`src/rtl/i2cw_pkg.sv`:
```
// Shared types for the wedge fault injector.
// Assumes: nothing beyond IEEE 1800-2017 packages.
package i2cw_pkg;

    // Hang point selected by a command; NONE is ignored.
    typedef enum logic [1:0] {
        MODE_NONE  = 2'd0,
        MODE_ACK   = 2'd1,
        MODE_READ  = 2'd2,
        MODE_WRITE = 2'd3
    } wedge_mode_e;

    // Bus-level operation executed by the bit engine.
    typedef enum logic [1:0] {
        OP_START = 2'd0,
        OP_TX    = 2'd1,
        OP_RX    = 2'd2,
        OP_PARK  = 2'd3
    } line_op_e;

    localparam int BYTE_W    = 8;
    localparam int ADDR_W    = 7;
    localparam int CNT_W     = 4;
    localparam int BITS_MAX  = 8;
    localparam int SEG_SLOTS = 10;
    localparam int SEG_IDX_W = $clog2(SEG_SLOTS);

    // One step of a hang script: an operation repeated count times.
    typedef struct packed {
        line_op_e          kind;
        logic [BYTE_W-1:0] data;
        logic [CNT_W-1:0]  count;
    } seg_t;

endpackage

```
`src/rtl/i2cw_line_sync.sv`:
```
// Synchronizes the sensed SCL and SDA levels into the clock domain.
// Assumes: STAGES >= 1; idle bus reads high, so stages reset to 1.
module i2cw_line_sync #(
    parameter int STAGES = 2
) (
    input  logic clk,
    input  logic rst_n,
    input  logic scl_i,
    input  logic sda_i,
    output logic scl_s,
    output logic sda_s
);

    logic [STAGES-1:0] scl_p;
    logic [STAGES-1:0] sda_p;

    for (genvar g = 0; g < STAGES; g++) begin : g_stage
        if (g == 0) begin : g_first
            // First stage samples the pins.
            always_ff @(posedge clk) begin
                if (!rst_n) begin
                    scl_p[0] <= 1'b1;
                    sda_p[0] <= 1'b1;
                end else begin
                    scl_p[0] <= scl_i;
                    sda_p[0] <= sda_i;
                end
            end
        end else begin : g_next
            // Later stages copy the previous one.
            always_ff @(posedge clk) begin
                if (!rst_n) begin
                    scl_p[g] <= 1'b1;
                    sda_p[g] <= 1'b1;
                end else begin
                    scl_p[g] <= scl_p[g-1];
                    sda_p[g] <= sda_p[g-1];
                end
            end
        end
    end

    assign scl_s = scl_p[STAGES-1];
    assign sda_s = sda_p[STAGES-1];

endmodule

```
`src/rtl/i2cw_bit_engine.sv`:
```
// Executes one bus operation at a time: start, send bit, clock-in bit, park.
// Each operation sets SDA, waits DELAY cycles, releases SCL, waits for SCL
// high (bounded by STRETCH_MAX), holds DELAY cycles, then pulls SCL low;
// a start additionally drops SDA while SCL is high. Park stops after the
// SCL wait with both lines released.
// Assumes: op_valid only while ready; DELAY >= 1; STRETCH_MAX >= 1.
module i2cw_bit_engine
    import i2cw_pkg::*;
#(
    parameter int DELAY       = 8,
    parameter int STRETCH_MAX = 5000
) (
    input  logic     clk,
    input  logic     rst_n,
    input  logic     op_valid,
    input  line_op_e op_kind,
    input  logic     op_bit,
    input  logic     scl_s,
    input  logic     sda_s,
    output logic     ready,
    output logic     op_done,
    output logic     park_done,
    output logic     stretch_expired,
    output logic     scl_low,
    output logic     sda_low
);

    localparam int DW = $clog2(DELAY + 1);
    localparam int SW = $clog2(STRETCH_MAX + 1);

    typedef enum logic [2:0] {
        E_IDLE, E_SETUP, E_STRETCH, E_HOLD, E_SDALOW
    } eng_st_e;

    eng_st_e  st;
    line_op_e kind_q;
    logic [DW-1:0] dly_cnt;
    logic [SW-1:0] str_cnt;
    logic dly_end;
    logic str_last;
    logic stretch_end;

    // Decode the end of delay and stretch windows and the completion events.
    always_comb begin
        dly_end         = (dly_cnt == DW'(DELAY - 1));
        str_last        = (str_cnt == SW'(STRETCH_MAX - 1));
        stretch_end     = (st == E_STRETCH) && (scl_s || str_last);
        stretch_expired = (st == E_STRETCH) && !scl_s && str_last;
        park_done       = stretch_end && (kind_q == OP_PARK);
        op_done         = park_done
                        || ((st == E_HOLD) && dly_end && (kind_q != OP_START))
                        || ((st == E_SDALOW) && dly_end);
        ready           = (st == E_IDLE);
    end

    // Operation sequencing and the two open-drain line drives.
    always_ff @(posedge clk) begin
        if (!rst_n) begin
            st      <= E_IDLE;
            kind_q  <= OP_START;
            dly_cnt <= '0;
            str_cnt <= '0;
            scl_low <= 1'b0;
            sda_low <= 1'b0;
        end else begin
            unique case (st)
                E_IDLE: begin
                    if (op_valid) begin
                        kind_q  <= op_kind;
                        sda_low <= (op_kind == OP_TX) && !op_bit;
                        dly_cnt <= '0;
                        st      <= E_SETUP;
                    end
                end
                E_SETUP: begin
                    if (dly_end) begin
                        scl_low <= 1'b0;
                        str_cnt <= '0;
                        st      <= E_STRETCH;
                    end else begin
                        dly_cnt <= dly_cnt + 1'b1;
                    end
                end
                E_STRETCH: begin
                    if (stretch_end) begin
                        dly_cnt <= '0;
                        st      <= (kind_q == OP_PARK) ? E_IDLE : E_HOLD;
                    end else begin
                        str_cnt <= str_cnt + 1'b1;
                    end
                end
                E_HOLD: begin
                    if (dly_end) begin
                        dly_cnt <= '0;
                        if (kind_q == OP_START) begin
                            sda_low <= 1'b1;
                            st      <= E_SDALOW;
                        end else begin
                            scl_low <= 1'b1;
                            st      <= E_IDLE;
                        end
                    end else begin
                        dly_cnt <= dly_cnt + 1'b1;
                    end
                end
                E_SDALOW: begin
                    if (dly_end) begin
                        scl_low <= 1'b1;
                        st      <= E_IDLE;
                    end else begin
                        dly_cnt <= dly_cnt + 1'b1;
                    end
                end
                default: st <= E_IDLE;
            endcase
        end
    end

endmodule

```
`src/rtl/i2cw_sequencer.sv`:
```
// Turns a latched command into a script of segments and feeds the bit
// engine one operation at a time until the park operation completes.
// Assumes: start only when idle; nbits already clamped to 0..8.
module i2cw_sequencer
    import i2cw_pkg::*;
(
    input  logic              clk,
    input  logic              rst_n,
    input  logic              start,
    input  wedge_mode_e       mode,
    input  logic [ADDR_W-1:0] addr,
    input  logic [BYTE_W-1:0] regv,
    input  logic [CNT_W-1:0]  nbits,
    input  logic              op_done,
    output logic              op_valid,
    output line_op_e          op_kind,
    output logic              op_bit
);

    typedef enum logic [1:0] {Q_IDLE, Q_ISSUE, Q_WAIT} seq_st_e;

    seq_st_e           st;
    wedge_mode_e       mode_q;
    logic [ADDR_W-1:0] addr_q;
    logic [BYTE_W-1:0] reg_q;
    logic [CNT_W-1:0]  n_q;
    logic [SEG_IDX_W-1:0] seg_idx;
    logic [CNT_W-1:0]  bit_idx;
    seg_t              tbl [SEG_SLOTS];
    seg_t              cur;
    logic [BYTE_W-1:0] shifted;
    logic [BYTE_W-1:0] addr_wr;
    logic [BYTE_W-1:0] addr_rd;

    // Build the hang script for the latched mode.
    always_comb begin
        addr_wr = {addr_q, 1'b0};
        addr_rd = {addr_q, 1'b1};
        for (int i = 0; i < SEG_SLOTS; i++) begin
            tbl[i] = '{kind: OP_PARK, data: '0, count: CNT_W'(1)};
        end
        unique case (mode_q)
            MODE_ACK: begin
                tbl[0] = '{kind: OP_START, data: '0,      count: CNT_W'(1)};
                tbl[1] = '{kind: OP_TX,    data: addr_wr, count: CNT_W'(8)};
            end
            MODE_READ: begin
                tbl[0] = '{kind: OP_START, data: '0,      count: CNT_W'(1)};
                tbl[1] = '{kind: OP_TX,    data: addr_wr, count: CNT_W'(8)};
                tbl[2] = '{kind: OP_RX,    data: '0,      count: CNT_W'(1)};
                tbl[3] = '{kind: OP_TX,    data: reg_q,   count: CNT_W'(8)};
                tbl[4] = '{kind: OP_RX,    data: '0,      count: CNT_W'(1)};
                tbl[5] = '{kind: OP_START, data: '0,      count: CNT_W'(1)};
                tbl[6] = '{kind: OP_TX,    data: addr_rd, count: CNT_W'(8)};
                tbl[7] = '{kind: OP_RX,    data: '0,      count: CNT_W'(1)};
                tbl[8] = '{kind: OP_RX,    data: '0,      count: n_q};
            end
            MODE_WRITE: begin
                tbl[0] = '{kind: OP_START, data: '0,      count: CNT_W'(1)};
                tbl[1] = '{kind: OP_TX,    data: addr_wr, count: CNT_W'(8)};
                tbl[2] = '{kind: OP_RX,    data: '0,      count: CNT_W'(1)};
                tbl[3] = '{kind: OP_TX,    data: reg_q,   count: n_q};
            end
            default: ;
        endcase
    end

    // Select the current segment and the bit it sends, MSB first.
    always_comb begin
        cur      = tbl[seg_idx];
        shifted  = cur.data << bit_idx;
        op_kind  = cur.kind;
        op_bit   = shifted[BYTE_W-1];
        op_valid = (st == Q_ISSUE) && (cur.count != '0);
    end

    // Walk through segments and bits, one engine operation at a time.
    always_ff @(posedge clk) begin
        if (!rst_n) begin
            st      <= Q_IDLE;
            mode_q  <= MODE_NONE;
            addr_q  <= '0;
            reg_q   <= '0;
            n_q     <= '0;
            seg_idx <= '0;
            bit_idx <= '0;
        end else begin
            unique case (st)
                Q_IDLE: begin
                    if (start) begin
                        mode_q  <= mode;
                        addr_q  <= addr;
                        reg_q   <= regv;
                        n_q     <= nbits;
                        seg_idx <= '0;
                        bit_idx <= '0;
                        st      <= Q_ISSUE;
                    end
                end
                Q_ISSUE: begin
                    if (cur.count == '0) begin
                        seg_idx <= seg_idx + 1'b1;
                    end else begin
                        st <= Q_WAIT;
                    end
                end
                Q_WAIT: begin
                    if (op_done) begin
                        if (cur.kind == OP_PARK) begin
                            st <= Q_IDLE;
                        end else if (bit_idx + 1'b1 == cur.count) begin
                            bit_idx <= '0;
                            seg_idx <= seg_idx + 1'b1;
                            st      <= Q_ISSUE;
                        end else begin
                            bit_idx <= bit_idx + 1'b1;
                            st      <= Q_ISSUE;
                        end
                    end
                end
                default: st <= Q_IDLE;
            endcase
        end
    end

endmodule

```
`src/rtl/i2c_wedge_gen.sv`:
```
// Top of the wedge fault injector: accepts a command, runs the partial
// transaction through the sequencer and bit engine, reports the parked
// line levels and holds the parked state until unpark.
// Assumes: open-drain pins with external pull-ups; lines sensed on scl_i/sda_i.
module i2c_wedge_gen
    import i2cw_pkg::*;
#(
    parameter int DELAY       = 8,
    parameter int STRETCH_MAX = 5000,
    parameter int SYNC_STAGES = 2
) (
    input  logic       clk,
    input  logic       rst_n,
    input  logic       cmd_valid,
    input  logic [1:0] cmd_mode,
    input  logic [6:0] cmd_addr,
    input  logic [7:0] cmd_reg,
    input  logic [3:0] cmd_bits,
    input  logic       unpark,
    input  logic       scl_i,
    input  logic       sda_i,
    output logic       scl_oe,
    output logic       sda_oe,
    output logic       busy,
    output logic       done,
    output logic       sda_level,
    output logic       scl_level,
    output logic       stretch_timeout
);

    typedef enum logic [1:0] {T_IDLE, T_RUN, T_PARKED} top_st_e;

    top_st_e        st;
    wedge_mode_e    mode_in;
    logic           accept;
    logic [CNT_W-1:0] nbits_cl;
    logic           scl_s, sda_s;
    logic           op_valid, op_bit, op_done, park_done, stretch_expired;
    logic           eng_ready;
    line_op_e       op_kind;
    logic           to_acc;

    // Decode and clamp the incoming command.
    always_comb begin
        mode_in  = wedge_mode_e'(cmd_mode);
        accept   = (st == T_IDLE) && cmd_valid && (mode_in != MODE_NONE);
        nbits_cl = (cmd_bits > CNT_W'(BITS_MAX)) ? CNT_W'(BITS_MAX) : cmd_bits;
    end

    i2cw_line_sync #(.STAGES(SYNC_STAGES)) u_sync (
        .clk   (clk),
        .rst_n (rst_n),
        .scl_i (scl_i),
        .sda_i (sda_i),
        .scl_s (scl_s),
        .sda_s (sda_s)
    );

    i2cw_sequencer u_seq (
        .clk      (clk),
        .rst_n    (rst_n),
        .start    (accept),
        .mode     (mode_in),
        .addr     (cmd_addr),
        .regv     (cmd_reg),
        .nbits    (nbits_cl),
        .op_done  (op_done),
        .op_valid (op_valid),
        .op_kind  (op_kind),
        .op_bit   (op_bit)
    );

    i2cw_bit_engine #(.DELAY(DELAY), .STRETCH_MAX(STRETCH_MAX)) u_eng (
        .clk             (clk),
        .rst_n           (rst_n),
        .op_valid        (op_valid && eng_ready),
        .op_kind         (op_kind),
        .op_bit          (op_bit),
        .scl_s           (scl_s),
        .sda_s           (sda_s),
        .ready           (eng_ready),
        .op_done         (op_done),
        .park_done       (park_done),
        .stretch_expired (stretch_expired),
        .scl_low         (scl_oe),
        .sda_low         (sda_oe)
    );

    // Transaction state, done pulse and captured park report.
    always_ff @(posedge clk) begin
        if (!rst_n) begin
            st              <= T_IDLE;
            busy            <= 1'b0;
            done            <= 1'b0;
            sda_level       <= 1'b1;
            scl_level       <= 1'b1;
            stretch_timeout <= 1'b0;
            to_acc          <= 1'b0;
        end else begin
            done <= 1'b0;
            unique case (st)
                T_IDLE: begin
                    if (accept) begin
                        busy   <= 1'b1;
                        to_acc <= 1'b0;
                        st     <= T_RUN;
                    end
                end
                T_RUN: begin
                    if (stretch_expired) to_acc <= 1'b1;
                    if (park_done) begin
                        busy            <= 1'b0;
                        done            <= 1'b1;
                        sda_level       <= sda_s;
                        scl_level       <= scl_s;
                        stretch_timeout <= to_acc || stretch_expired;
                        st              <= T_PARKED;
                    end
                end
                T_PARKED: begin
                    if (unpark) st <= T_IDLE;
                end
                default: st <= T_IDLE;
            endcase
        end
    end

endmodule

```
`config.mk`:
```
export PLATFORM = sky130hd
export DESIGN_NAME = i2c_wedge_gen
export DESIGN_NICKNAME = d
export VERILOG_FILES = /design/src/rtl/i2cw_pkg.sv /design/src/rtl/i2cw_line_sync.sv /design/src/rtl/i2cw_bit_engine.sv /design/src/rtl/i2cw_sequencer.sv /design/src/rtl/i2c_wedge_gen.sv
export SDC_FILE = /design/constraint.sdc
export NUM_CORES = 1
export LEC_CHECK = 0
export BUFFER_PORTS_ARGS = -buffer_cell sky130_fd_sc_hd__buf_2
export CORE_ASPECT_RATIO = 1.2
export CORE_MARGIN = 1.5
export CORE_UTILIZATION = 60
export DETAILED_ROUTE_END_ITERATION = 16
export PLACE_DENSITY_LB_ADDON = 0.15
export SKIP_LAST_GASP = 1
export SYNTH_ARGS = -nofsm -noshare
export SYNTH_HDL_FRONTEND = slang
export SYNTH_HIERARCHICAL = 1
export SYNTH_SLANG_ARGS = --single-unit
export TNS_END_PERCENT = 20
```
`constraint.sdc`:
```
create_clock -name clk -period 2.9 [get_ports clk]
set_input_delay 0.145 -clock clk [delete_from_list [all_inputs] [get_ports clk]]
set_output_delay 0.145 -clock clk [all_outputs]
set_load 0.005 [all_outputs]
```
Yosys cells after proc, flatten, opt, wreduce, memory -nomap -nowiden
Index checks and enable logic that the tools add are counted.

cells by class
  shift operators = 1
  multiplexer cells = 57
  bitwise operators = 1
  reductions and logical operators = 50
  add/subtract/negate cells = 4
  $lt $le $gt $ge = 2
  equal/unequal tests = 36

operator list
  operator                 count
  $mux W69                 1
  $bmux W14 S4             1
  $pmux W27 S2             1
  $mux W4                  13
  $mux W14                 2
  $mux W28                 1
  $mux W13                 2
  $ne A2 B2 Y1 const B     13
  $pmux W13 S2             1
  $mux W3                  6
  $pmux W4 S4              1
  $pmux W3 S5              1
  $reduce_and A3 Y1        5
  $add A13 B1 Y13 const B  1
  $eq A13 B13 Y1 const B   1
  $mux W1                  13
  $add A4 B1 Y4 const B    3
  $eq A2 B2 Y1 const B     6
  $logic_and A1 B1 Y1      12
  $mux W2                  6
  $ne A2 B1 Y1 const B     6
  $pmux W2 S3              2
  $pmux W4 S3              1
  $reduce_and A4 Y1        3
  26 further kinds         49

storage, ports and cells
  register bits = 67
  word-level logic and storage cells = 175
  output and inout port bits = 7
  input port bits = 27

Logic depth before layout (Yosys ltp)
Gate-level depths: netlist (run 1).

  depth in word-level cells = 11
  mapped depth = 13
  mapped depth without buffers = 11

By module
The synthesis (run 1) kept the hierarchy.

by module, submodules not included
  module           area an instance (sq um)  times used  seq. area each (sq um)  cells each
  i2cw_sequencer   1978.1                    1           620.6                   252
  i2cw_bit_engine  1426.4                    1           480.5                   176
  i2c_wedge_gen    342.8                     1           160.2                   36
  i2cw_line_sync   105.1                     1           80.1                    8

Worst setup path after synthesis (run 1)
Ideal clock, no wire load.

  path kind = reg-to-reg
  start = reg u_eng.st[2]
  end = reg u_seq.seg_idx[0]
  required time = 2830 ps
  data arrival time = 2588 ps
  setup time = 70 ps
  cell stages (with the launch flop) = 11
  buffers on the path = 1
  slack = 242 ps
  period minus slack after synthesis = 2658 ps
  cell sequence = dfxtp_1 > buf_2 > nor3b_1 > nand3_1 > nor2_1 > o21bai_1 > o22ai_1 > a31oi_1 > o211ai_1 > or4_1 > a21oi_1

on the way
  longest elaborated chain between the ends = 7
  elaborated cells between the ends (all ways) = 12
  those cells by class = eq/ne: 4; reduce/logical: 8

ends and longest elaborated chain
  element                             line                   RTL
  start: declaration                  i2cw_bit_engine.sv:35  eng_st_e st;
  start signal: assignment            i2cw_bit_engine.sv:87  st <= (kind_q == OP_PARK) ? E_IDLE : E_HOLD;
  $eq A3 B2 Y1                        i2cw_bit_engine.sv:47  stretch_end = (st == E_STRETCH) && (scl_s || str_last);
  $logic_and A1 B1 Y1                 i2cw_bit_engine.sv:47
  $logic_and A1 B1 Y1                 i2cw_bit_engine.sv:49  park_done = stretch_end && (kind_q == OP_PARK);
  net park_done                       i2c_wedge_gen.sv:38    logic op_valid, op_bit, op_done, park_done, stretch_expired;
  $logic_or A1 B1 Y1                  i2cw_bit_engine.sv:51  || ((st == E_HOLD) && dly_end && (kind_q != OP_START))
  $logic_or A1 B1 Y1                  i2cw_bit_engine.sv:52  || ((st == E_SDALOW) && dly_end);
  net op_done                         i2c_wedge_gen.sv:38
  $ne A2 B2 Y1 (no source line)       -
  $reduce_and A6 Y1 (no source line)  -
  end signal: assignment              i2cw_sequencer.sv:102  seg_idx <= seg_idx + 1'b1;
  end signal: assignment              i2cw_sequencer.sv:113  seg_idx <= seg_idx + 1'b1;
  end: declaration                    i2cw_sequencer.sv:27   logic [SEG_IDX_W-1:0] seg_idx;

The timed path passes the listed nets, and every way through them passes these cells.
A chain may end at the register's enable or synchronous reset.

Final worst setup path (run 1)
  start = reg u_seq.seg_idx[1]
  end = reg u_eng.dly_cnt[0]

on the way
  longest elaborated chain between the ends = 9

ends and longest elaborated chain
  element                                      line                    RTL
  $not A4 Y5 (not written as such)             i2cw_sequencer.sv:70    cur = tbl[seg_idx];
  $bmux W14 S4                                 i2cw_sequencer.sv:70
  $mux W14 (not written as such) (2 in a row)  i2cw_sequencer.sv:70
  $reduce_bool A4 Y1                           i2cw_sequencer.sv:74    op_valid = (st == Q_ISSUE) && (cur.count != '0);
  $logic_and A1 B1 Y1                          i2cw_sequencer.sv:74
  net op_valid                                 i2c_wedge_gen.sv:38
  $logic_and A1 B1 Y1                          i2c_wedge_gen.sv:76     .op_valid (op_valid && eng_ready),
  $ne A2 B1 Y1 (no source line)                -
  $reduce_and A4 Y1 (no source line)           -
  end signal: assignment                       i2cw_bit_engine.sv:81   dly_cnt <= dly_cnt + 1'b1;
  end signal: assignment                       i2cw_bit_engine.sv:103  dly_cnt <= dly_cnt + 1'b1;
  end signal: assignment                       i2cw_bit_engine.sv:111  dly_cnt <= dly_cnt + 1'b1;
  end: declaration                             i2cw_bit_engine.sv:37   logic [DW-1:0] dly_cnt;

The timed path passes the listed nets, and every way through them passes these cells. The select of a mux whose other input is x is not followed.

==> results of run 1 <==
[cell usage after synthesis, types with 5 or more instances]
master	number	area [um^2]
xnor2_1	6	52.6
inv_1	13	48.8
buf_2	7	35.0
o22ai_1	6	37.5
o21ai_0	22	110
nor2_1	29	109
clkbuf_1	13	48.8
ha_1	8	100
nand4_1	5	31.3
a31oi_1	12	75.1
a311oi_1	6	52.6
nor2b_1	12	75.1
nand3b_1	5	37.5
nor3_1	12	60.1
nand2_1	81	304
nand3_1	13	65.1
buf_6	6	67.6
a21oi_1	41	205
and2_1	6	37.5
dfxtp_1	67	1340
nand2b_1	10	62.6
mux2i_1	7	70.1
[where the power goes]
group          switching, W  total [W]  internal (W)
registers         0.0000933    0.00109      0.000997
clock network      0.000395   0.000709      0.000314
logic              0.000446   0.000757      0.000311
total              0.000934    0.00256       0.00162
[state kept, by name, summed over array words and instances, names as in the netlist, 2 cells and up]
signal,flops
u_seq/seg_idx,4
u_seq/reg_q,8
u_eng/kind_q,2
u_seq/st,2
st,2
u_seq/addr_q,7
u_eng/st,3
u_eng/str_cnt,13
u_eng/dly_cnt,4
u_seq/bit_idx,4
u_seq/mode_q,2
u_seq/n_q,4
[cell type report]
| cell class | instances | area (um^2) |
|---|---|---|
| clock buffers | 9 | 124 |
| repair buffers | 57 | 350 |
| fillers | 500 | 1820 |
| well taps | 82 | 103 |
| flip-flops and latches | 67 | 1340 |
| multi-input cells | 362 | 2290 |
| clock inverters | 7 | 52.6 |
| inverters | 13 | 48.8 |
[final timing paths]
| kind | from | end | slack (ns) | depth (start not counted) |
|---|---|---|---|---|
| worst max-delay path | u_seq/seg_idx[1] | u_eng/dly_cnt[0] | 0.15 | 11 |
| worst min register to register | u_sync/scl_p[0] | u_sync/scl_s | 0.41 | 1 |
| worst min-delay path | cmd_addr[4] | u_seq/addr_q[4] | 0.02 | 3 |
| worst max register to register | u_seq/seg_idx[1] | u_eng/dly_cnt[0] | 0.15 | 11 |
[what timing repair did]
item,in CTS,in global routing
endpoints found under the hold margin,2,0
endpoints found under the setup margin,0,4
hold buffers,2,0
gates resized for setup,0,2
[per-layer routing]
metal / vias to the layer above / GRT usage
li1: 1774 / -
met4: 0 / 0.117
met5: - / 0
met1: 1699 / 0.297
met2: 90 / 0.483
met3: 11 / 0.0485
[critical path, cell delays in order (launching register included)]
cell,delay [ns]
dfxtp_1,0.59
nand4bb_1,0.22
a41oi_2,0.28
a22oi_2,0.14
nor3b_2,0.32
nor2_1,0.09
and2_1,0.20
nor2b_1,0.15
o21bai_1,0.20
a21oi_2,0.12
mux2_2,0.30
nor2_1,0.07
[metrics by stage]
step | setup WS [ns] | std cells | cell area, um^2 | hold slack (ns)
2_1_floorplan | 0.242 | 472 | 3850 | 0.218
3_3_place_gp | 0.211 | 579 | 4100 | 0.325
3_5_place_dp | 0.164 | 579 | 4100 | 0.328
4_1_cts | 0.144 | 597 | 4300 | 0.0172
5_1_grt | -0.0291 | 597 | 4310 | 0.0199
6_report | 0.149 | 597 | 4310 | 0.0218
[cell families (layout without fill, tap and decap cells)]
| family | count (synthesis) | count (layout) | share of synthesized area |
|---|---|---|---|
| AO/OA/AOI/OAI | 131 | 131 | 0.233 |
| XOR/XNOR | 7 | 7 | 0.0159 |
| adder cells (fa/ha/maj) | 8 | 8 | 0.0260 |
| buffers and inverters | 43 | 86 | 0.0598 |
| flip-flops | 67 | 67 | 0.348 |
| multiplexers | 10 | 10 | 0.0328 |
| AND/OR/NAND/NOR | 206 | 206 | 0.285 |
==> qor.yml, run 1 <==
synth_flop_cell: "dfxtp_1"
numCtsBuffers: 9
rows: 31
worstSetupStartpointType: "flop"
dieArea_um2: 6910
drt_iter0_markers: 267
wl_met2_mm: 4.57
cts_root_buf: "clkbuf_8"
status: "finished clean"
clk_path_buf_depth: 2
leakage_nw: 1.52
cp.arrival_ns: 3.03
crit_path_end_kind: "flop"
ys_seq_elements: 67
netlist_area_um2: 3850
required_ns: 3.18
io_buffers: 33
initial_core_util: 0.629
dieHeight_um: 90.8
fp.dieW_um: 76.1
hold_class: "in2reg"
syn_inst: 472
maxCapViolations: 0
clock_latency_ns: 0.35
fin_crit_ns: 2.75
wl_met3_um: 284
cts_num_sinks: 67
final_hold_viol_count: 0
antenna_found_initial: 0
grt_usage: 0.264
fin_crit_sh: 0.949
postCtsSetupBuffers: 0
n_antenna_cell: 0
final_util: 0.703
finalSetupTns_ns: 0
layout_common_cells: "nand2_1, dfxtp_1, a21oi_1"
skew_ns: 0.00985
final_nets: 545
design.core.area_um2: 6130
synth_edf_count: 0
grt_max_degree: 26
htreeDepth: 3
clk_pin_slew_worst_paths_ns: 0.08
power_w: 0.00256
drive_gt1_frac: 0.183
first_pass_iters: 5
relSlewSlack: 0.491
synth_nets: 507
wl_met1_mm: 3.77
crit_fanout: 12
totalWireLength_mm: 8.81
area.growth.synth_to_final_pct: 11.8
io_pins: 34
dpl.hpwl_mm: 6.27
clock.fmax_mhz: 363
grt-ovfl-total: 0
path_class: "reg2reg"
drc: 0
final_common_cell: "nand2_1"
power_density_nw_per_um2: 594
num_vias: 3574
max-vdd-ir-drop_v: 0.000493
ys_types: 71
grt_pass1_wl_mm: 14.8
ys_async_sr_fraction: 0
synth-seq-area-share: 0.348
via_per_inst: 5.99
synth_area_per_cell_um2: 8.16
rsz0062_at_grt: "true"
wl_per_cell_um: 14.8
place_congestion: 0.950
grt_pass1_vias: 3357
finalMaxSlewViolations: 0
ant_nets: 0
cts_tree: "built"
setup_viol: 0
yosysWarningCount: 6
highest_layer: "met4"
worstMarginPinSlew_ns: 0.764
(Power assumes the default switching activity.)
==> run 2, diff against run 1 <==
--- a/config.mk
+++ b/config.mk
@@ -11,6 +11,7 @@
 export CORE_UTILIZATION = 60
 export DETAILED_ROUTE_END_ITERATION = 16
 export PLACE_DENSITY_LB_ADDON = 0.15
+export REMOVE_ABC_BUFFERS = 1
 export SKIP_LAST_GASP = 1
 export SYNTH_ARGS = -nofsm -noshare
 export SYNTH_HDL_FRONTEND = slang
==> run 2 against run 1 <==
Effect of this change:
- clock skew fell by 0.0011 ns
- first-iteration DRC count up 15%
- global-route usage fell by 1.2 points
- power rose by 3.3%
- clock power rose by 12%
- final cell count is 1.3% lower
- maximum frequency rose by 1.2%
- register-to-register slack better by 0.03 ns
- design area is 0.84% lower
- setup slack better by 0.033 ns
- critical path type unchanged
- largest power group unchanged
==> qor.yml, run 2 (synthesized netlist as in run 1, its figures left out) <==
status: "finished clean"
hold_depth: 3  # unchanged
max-vdd-ir-drop_v: 0.000364  # -26%
required_ns: 3.09  # -0.09 ns
largest_reg_flops: 13  # unchanged
cts_num_sinks: 67  # unchanged
p_clk_frac: 0.301  # +0.024
fp.dieW_um: 76.1  # unchanged
power_w: 0.00264  # +3.3%
fillCellCount: 513  # +2.6%
postCtsSetupBuffers: 0  # unchanged
clock_latency_ns: 0.34  # about the same
fin_crit_ns: 2.72  # -0.0330 ns
reg2reg_to: "u_eng/sda_low"
p_seq_frac: 0.417  # -0.010
comb_power_share: 0.282  # -0.014
finalMaxSlewViolations: 0  # unchanged
cts_root_buf: "clkbuf_8"
totalWireLength_mm: 8.85  # +0.40%
ff2ff_path_depth: 11  # unchanged
crit_path_end_kind: "flop"
numCtsBuffers: 9  # unchanged
cts_tree: "built"
grt_usage: 0.253  # -0.0116
rrSetupSlack_ns: 0.18  # +0.03 ns
htreeDepth: 3  # unchanged
drt_iter0_markers: 306  # +15%
grt_pass1_vias: 3115  # -7.2%
path_class: "reg2reg"
hold_class: "in2reg"
min_to: "u_seq/reg_q[1]"
dpl.hpwl_mm: 6.26  # -0.22%
slowest_stage: "a2111oi_1"
ant_nets: 0  # unchanged
skew_ns: 0.00873  # -0.00112 ns
place_congestion: 0.896  # -5.7%
fin_crit_sh: 0.937  # -0.0114
area.growth.synth_to_final_pct: 10.8
clk_path_buf_depth: 2  # unchanged
crit_fanout: 4  # -8
grt-ovfl-total: 0  # unchanged
worstMarginPinSlew_ns: 0.764  # -0.000522 ns
wl_per_cell_um: 15.0  # +1.8%
grt_max_degree: 32  # +23%
first_pass_iters: 6  # +1
antenna_found_initial: 0  # unchanged
via_per_inst: 5.98  # -0.12%
drc: 0  # unchanged
initial_core_util: 0.629  # unchanged
setup_viol: 0  # unchanged
path_common_cell: "a21oi_1"
leakage_nw: 1.50  # -1.5%
timing.rr.start: "u_seq/bit_idx[1]"
intPower_w: 0.00171  # +5.6%
layout_common_cells: "nand2_1, dfxtp_1, a21oi_1"
relSlewSlack: 0.490  # -0.000885
final_cells: 589  # -1.3%
hp-start: "cmd_reg[1]"
clock.fmax_mhz: 368  # +1.2%
dieHeight_um: 90.8  # unchanged
power_density_nw_per_um2: 619  # +4.2%
regMostFlops: "u_eng/str_cnt"
p_switching_w: 0.000929  # -0.59%
final_nets: 537  # -1.5%
design.core.area_um2: 6130  # unchanged
dieArea_um2: 6910  # unchanged
largestRegisters: "u_eng/str_cnt (13), u_seq/reg_q (8), u_seq/addr_q (7)"
dp.cells: 571  # -1.4%
final_common_cell: "nand2_1"
io_pins: 34  # unchanged
max_stage_delay_ns: 0.50  # -0.09 ns
n_antenna_cell: 0  # unchanged
rows: 31  # unchanged
maxCapViolations: 0  # unchanged
grt_pass1_wl_mm: 14.2  # -4.1%
p_sw_frac: 0.352  # -0.0138
path_cells: "mux2i_1 -> o21ai_0 -> a21oi_1 -> a2111oi_0 -> a41oi_1 -> a221o_1 -> a2111oi_1 -> nor3b_1 -> a21oi_1 -> or3_1 -> a21oi_1"
worstSetupStartpointType: "flop"
clk_pin_slew_worst_paths_ns: 0.08  # about the same
whs_ns: 0.0357  # +0.0139 ns
final_hold_viol_count: 0  # unchanged
cp.arrival_ns: 2.91  # -0.12 ns
rsz0062_at_grt: "true"
io_buffers: 33  # unchanged
drive_gt1_frac: 0.168  # -0.0149
startpoint: "u_seq/bit_idx[1]"
num_vias: 3522  # -1.5%
==> run 2: how the worst max path moves through the flow <==
stage | slack, ns | cells after the start | to
floorplan | 0.13 | 9 | u_seq/seg_idx[0]
global placement | 0.17 | 11 | u_eng/sda_low
detailed placement | 0.12 | 11 | u_eng/sda_low
CTS | 0.1 | 11 | u_eng/sda_low
global route | -0.05 | 11 | u_eng/sda_low
finish | 0.18 | 11 | u_eng/sda_low
==> run 2: power groups by stage <==
| stage | registers (W) | logic, W | clock network [W] |
|---|---|---|---|
| 2_1_floorplan | 0.00110 | 0.000522 | 0 |
| 3_3_place_gp | 0.00111 | 0.000709 | 0 |
| 3_5_place_dp | 0.00112 | 0.000725 | 0 |
| 4_1_cts | 0.00110 | 0.000732 | 0.000813 |
| 5_1_grt | 0.00111 | 0.000821 | 0.000852 |
| 6_report | 0.00110 | 0.000745 | 0.000796 |
==> run 2: area by class of cell <==
cell class	instances	area, um^2	area share
inverter	13	48.8	0.0114
clock inverter	6	72.6	0.0170
tap	82	103	0.0240
timing repair buffer	49	290	0.0680
sequential	67	1340	0.314
clock buffer	10	128	0.0299
multi-input combinational	362	2290	0.535
==> run 2: through the flow <==
stage               TNS (ns)  utilization  instance area (um^2)  setup slack, ns
CTS                        0        0.696                  4260           0.0960
global placement           0        0.660                  4040            0.174
detailed placement         0        0.660                  4040            0.119
finish                     0        0.697                  4270            0.182
global route         -0.0487        0.697                  4270          -0.0461
floorplan                  0            -                  3670            0.134
==> run 2: per-layer routing <==
layer	global-route usage	vias up	part of all wire
met1	0.277	1649	0.42
met3	0.0586	11	0.041
met4	0.0787	0	0.012
met2	0.477	91	0.53
li1	-	1771	-
met5	0	-	0
==> run 2: worst max-delay path, delay by kind of cell, from the launching register on <==
| kind | cells | cell delay, ns |
|---|---|---|
| compound gates | 8 | 1.85 |
| flops | 1 | 0.42 |
| simple gates | 2 | 0.21 |
| mux | 1 | 0.10 |
==> run 2: repair_timing <==
item	4_1_cts	5_1_grt
hold buffers	2	0
endpoints found under the setup margin	0	4
gates resized for setup	0	2
endpoints found under the hold margin	2	0
